`src/rtl/rx_gap_timer_pkg.sv`:
```
package rx_gap_timer_pkg;
  typedef struct packed {
    logic load;
    logic dec;
    logic zero;
  } cntStrobe_t;
endpackage

```
`src/rtl/rx_gap_timer_ctrl.sv`:
```
module rx_gap_timer_ctrl
  import rx_gap_timer_pkg::*;
(
  input  logic       clk,
  input  logic       rstN,
  input  logic       tick,
  input  logic       startCmd,
  input  logic       stopCmd,
  input  logic       toOnCmd,
  input  logic       toOffCmd,
  input  logic       charXfer,
  input  logic       readyClr,
  input  logic       cntLast,
  output cntStrobe_t strobe,
  output logic       ready,
  output logic       running,
  output logic       toMode
);
  logic normLoad, normStop, toLoad, anyLoad, advance, expire;

  always_comb begin
    normLoad = ~toMode & startCmd & ~stopCmd & ~toOnCmd;
    normStop = ~toMode & stopCmd & ~toOnCmd;
    toLoad   = toMode & charXfer & ~toOnCmd;
    anyLoad  = normLoad | toLoad;
    advance  = running & tick & ~anyLoad & ~normStop & ~toOnCmd;
    expire   = advance & cntLast;
    strobe.load = anyLoad | (expire & ~toMode);
    strobe.dec  = advance & ~cntLast;
    strobe.zero = expire & toMode;
  end

  always_ff @(posedge clk) begin
    if (!rstN) begin
      running <= 1'b0;
      ready   <= 1'b0;
      toMode  <= 1'b0;
    end else begin
      if (toOnCmd) begin
        running <= 1'b0;
        ready   <= 1'b0;
        toMode  <= 1'b1;
      end else begin
        if (anyLoad)
          running <= 1'b1;
        else if (normStop || (expire && toMode))
          running <= 1'b0;
        if (expire)
          ready <= 1'b1;
        else if (normStop || readyClr)
          ready <= 1'b0;
        if (toOffCmd)
          toMode <= 1'b0;
      end
    end
  end
endmodule

```
`src/rtl/rx_gap_timer_dp.sv`:
```
module rx_gap_timer_dp
  import rx_gap_timer_pkg::*;
#(
  parameter int CNT_W = 16
) (
  input  logic             clk,
  input  logic             rstN,
  input  cntStrobe_t       strobe,
  input  logic [CNT_W-1:0] preload,
  output logic [CNT_W-1:0] count,
  output logic             cntLast
);
  localparam logic [CNT_W-1:0] ONE = CNT_W'(1);

  assign cntLast = (count <= ONE);

  always_ff @(posedge clk) begin
    if (!rstN)
      count <= '0;
    else if (strobe.load)
      count <= preload;
    else if (strobe.zero)
      count <= '0;
    else if (strobe.dec)
      count <= count - ONE;
  end
endmodule

```
`src/rtl/rx_gap_timer.sv`:
```
module rx_gap_timer
  import rx_gap_timer_pkg::*;
#(
  parameter int CNT_W = 16
) (
  input  logic             clk,
  input  logic             rstN,
  input  logic             tick,
  input  logic [CNT_W-1:0] preload,
  input  logic             startCmd,
  input  logic             stopCmd,
  input  logic             toOnCmd,
  input  logic             toOffCmd,
  input  logic             charXfer,
  input  logic             readyClr,
  output logic             ready,
  output logic [CNT_W-1:0] count
);
  cntStrobe_t strobe;
  logic cntLast, running, toMode;

  rx_gap_timer_ctrl i_ctrl (
    .clk(clk), .rstN(rstN), .tick(tick), .startCmd(startCmd),
    .stopCmd(stopCmd), .toOnCmd(toOnCmd), .toOffCmd(toOffCmd),
    .charXfer(charXfer), .readyClr(readyClr), .cntLast(cntLast),
    .strobe(strobe), .ready(ready), .running(running), .toMode(toMode)
  );

  rx_gap_timer_dp #(.CNT_W(CNT_W)) i_dp (
    .clk(clk), .rstN(rstN), .strobe(strobe), .preload(preload),
    .count(count), .cntLast(cntLast)
  );
endmodule

```
`config.mk`:
```
export PLATFORM = sky130hd
export DESIGN_NAME = rx_gap_timer
export DESIGN_NICKNAME = d
export VERILOG_FILES = /design/src/rtl/rx_gap_timer_pkg.sv /design/src/rtl/rx_gap_timer_ctrl.sv /design/src/rtl/rx_gap_timer_dp.sv /design/src/rtl/rx_gap_timer.sv
export SDC_FILE = /design/constraint.sdc
export NUM_CORES = 1
export LEC_CHECK = 0
export ABC_CLOCK_PERIOD_IN_PS = 3000
export CORE_ASPECT_RATIO = 0.9
export CORE_MARGIN = 2
export CORE_UTILIZATION = 40
export DETAILED_ROUTE_END_ITERATION = 8
export DONT_BUFFER_PORTS = 1
export HOLD_SLACK_MARGIN = 0.15
export SYNTH_ARGS = -nofsm -noshare
export SYNTH_HDL_FRONTEND = slang
export SYNTH_SLANG_ARGS = --single-unit
export TNS_END_PERCENT = 10
```
`constraint.sdc`:
```
create_clock -name clk -period 3 [get_ports clk]
set_input_delay 0.45 -clock clk [delete_from_list [all_inputs] [get_ports clk]]
set_output_delay 0.45 -clock clk [all_outputs]
set_load 0.03 [all_outputs]
```
==> reports/qor.yml <==
synthesis:
  synth_cell_types: 43
  synth_seq_cells: 19
  synth_cells: 155
  synth_flop_cell: "dfxtp_1"
  syn-cell-area_mm2: 0.00122
  synthArstFlopShare_pct: 0
  synth_fp_nets: 182
  synth_edf_count: 0
  ys_warn_count: 0
  avgSynthCellArea_um2: 7.89
  ys_seq_area_share_pct: 31.1
sta:
  clock.fmax_ghz: 0.404
  worst_slack_ns: 0.528
  slew_violations: 0
  rsz0062_at_grt: "no"
  tns_ns: 0
  worst_pin_slew_ns: 0.853
  finalCritPeriodShare_pct: 82.4
  clock_skew_ns: 0.000993
  layout_min_cycle_time_ns: 2.47
  max-slew-margin-rel_pct: 43.0
  finalHoldViolCount: 0
  setup_viol: 0
placement:
  routabilityCongestion: 0.899
  pre_cts_ws_ns: 0.550
  numPlacedInstances: 189
  hpwl_um: 2420
  dpl-instance-area_mm2: 0.00124
  numPortBuffers: 0
worst_setup_path:
  critPathLaunchType: "register"
  rr_worst_depth: 5
  critPathMaxFanout: 14
  worstPathRequired_ns: 3.20
  rr_startpoint: "i_dp.count[15]"
  cp_data_arrival_time_ns: 2.67
  criticalPathCategory: "reg2reg"
  end_kind: "register"
  crit_start: "i_dp.count[15]"
pwr:
  power_per_cell_area_mw_per_mm2: 543
  p_leak_nw: 0.483
  intPower_mw: 0.409
  pwr-share-seq_pct: 49.9
  share_comb_of_total_power_pct: 30.5
  switching_share_pct: 40.4
  ir_drop_v: 0.000207
  power_frac_clock_pct: 19.6
  p_sw_mw: 0.278
clocking:
  clk_pin_slew_ns: 0.11
  cts_buffers: 3
  cts_tree: "done"
  ctsLongestPathBuffers: 2
  htree_num_levels: 1
  clk_latency_ns: 0.29
  ctsHoldBuffers: 0
  cts.repair.resized: 0
  post_cts_buffers: 0
  cts.sinks: 19
  cts_root_buffer: "clkbuf_4"
final_layout:
  fillerInstances: 318
  drive_gt1_share_pct: 5.30
  nets: 179
  final_cell_mix: "dfxtp_1, o21ai_0, nor2_1, nor3_1, a21oi_1"
  area_growth_pct: 3.48
  diodes: 0
  layout_commonest_cell: "dfxtp_1"
  instances_no_fill: 193
  postLayoutCellArea_mm2: 0.00126
min_path:
  min_path_type: "in2reg"
  worstHoldStart: "toOnCmd"
  holdPathStages: 1
floorplan:
  die_y_um: 56.4
  ios: 42
  core_area_mm2: 0.00300
  rows: 19
  die_w_um: 62.3
  dieArea_mm2: 0.00351
  start_util_pct: 40.8
global_route:
  grt_use_total_pct: 19.2
  antenna_found_initial: 0
  grt_pass1_wl_um: 5490
  grt_overflow_total: 0
  grt_max_degree: 15
  first_global_vias: 1143
job:
  max_cap_violations: 0
detailed_routing:
  viasPerCell: 6.47
  ant_nets: 0
  num_vias: 1248
  drt-initial-drc-count: 85
  drt-pass1-iter-count: 4
  finalWirelength_um: 3290
  wire_per_inst_um: 17.1
  drc_errors: 0
outcome:
  status: "complete, no violations"
[cell families (layout without fill, tap and decap cells)]
group                    Yosys count  in the layout  synth area share (%)
AND/OR/NAND/NOR                   63             63                  30.4
buffers and inverters             15             11                  5.12
AO/OA/AOI/OAI                     56             56                  31.3
adder cells (fa/ha/maj)            2              2                  2.05
flip-flops                        19             19                  31.1
[registers in the layout, summed over array words and instances, names as in the netlist]
name	cells
i_ctrl.ready	1
i_ctrl.running	1
i_dp.count	16
i_ctrl.toMode	1
[worst paths after layout]
path / slack, ns / endpoint
setup reg to reg: 0.53 / i_dp.count[14]
setup / recovery: 0.53 / i_dp.count[14]
hold reg to reg: 0.53 / i_ctrl.running
hold / removal: 0.21 / i_ctrl.ready
[cell usage after synthesis, types with 4 or more instances]
cell type  count  area share [%]
dfxtp_1       19              31
nand3_1        4             1.6
nor3_1         9             3.7
nand2_1        6             1.8
a21oi_1        9             3.7
o21ai_0       15             6.1
or4_1          4             2.5
a221o_1        7             5.7
clkbuf_1       5             1.5
nor4_1         6             3.1
a31oi_1        7             3.6
or3_1          7             3.6
nor2_1        12             3.7
inv_1          7             2.1
[critical path, cell delays in order (launching register included)]
cell,delay [ns]
dfxtp_1,0.47
or4_1,0.62
nor4_4,0.35
a21o_1,0.43
o21ai_0,0.16
a221o_1,0.35
[power by group through the flow]
| stage | Combinational [mW] | Sequential, mW | Clock (mW) |
|---|---|---|---|
| 2_1_floorplan | 0.178 | 0.337 | 0 |
| 3_3_place_gp | 0.201 | 0.347 | 0 |
| 3_5_place_dp | 0.204 | 0.348 | 0 |
| 4_1_cts | 0.206 | 0.342 | 0.137 |
| 5_1_grt | 0.234 | 0.347 | 0.146 |
| 6_report | 0.210 | 0.343 | 0.134 |
[through the flow]
stage	util (%)	hold WS [ns]	total power, mW
2_1_floorplan	-	0.478	0.515
3_3_place_gp	41.4	0.502	0.548
3_5_place_dp	41.4	0.506	0.552
4_1_cts	42.2	0.209	0.684
5_1_grt	42.2	0.202	0.728
6_report	42.2	0.212	0.687
[cell type report]
type                       instances  area [µm²]  share of cell area, %
clock buffer                       4        26.3                   2.08
inverter                           7        26.3                   2.08
multi-input combinational        121         779                   61.6
sequential                        19         380                   30.1
tap                               42        52.6                   4.15
[per-layer routing]
layer / vias up / routed length (µm) / global-route usage [%] / part of all wire (%)
li1: 601 / - / - / -
met1: 590 / 1480 / 25.2 / 45
met2: 53 / 1480 / 29.8 / 45
met3: 4 / 290 / 6.41 / 8.8
met4: 0 / 37 / 6.03 / 1.1
met5: - / 0 / 0 / 0
Power figures use the tool's default switching activity.
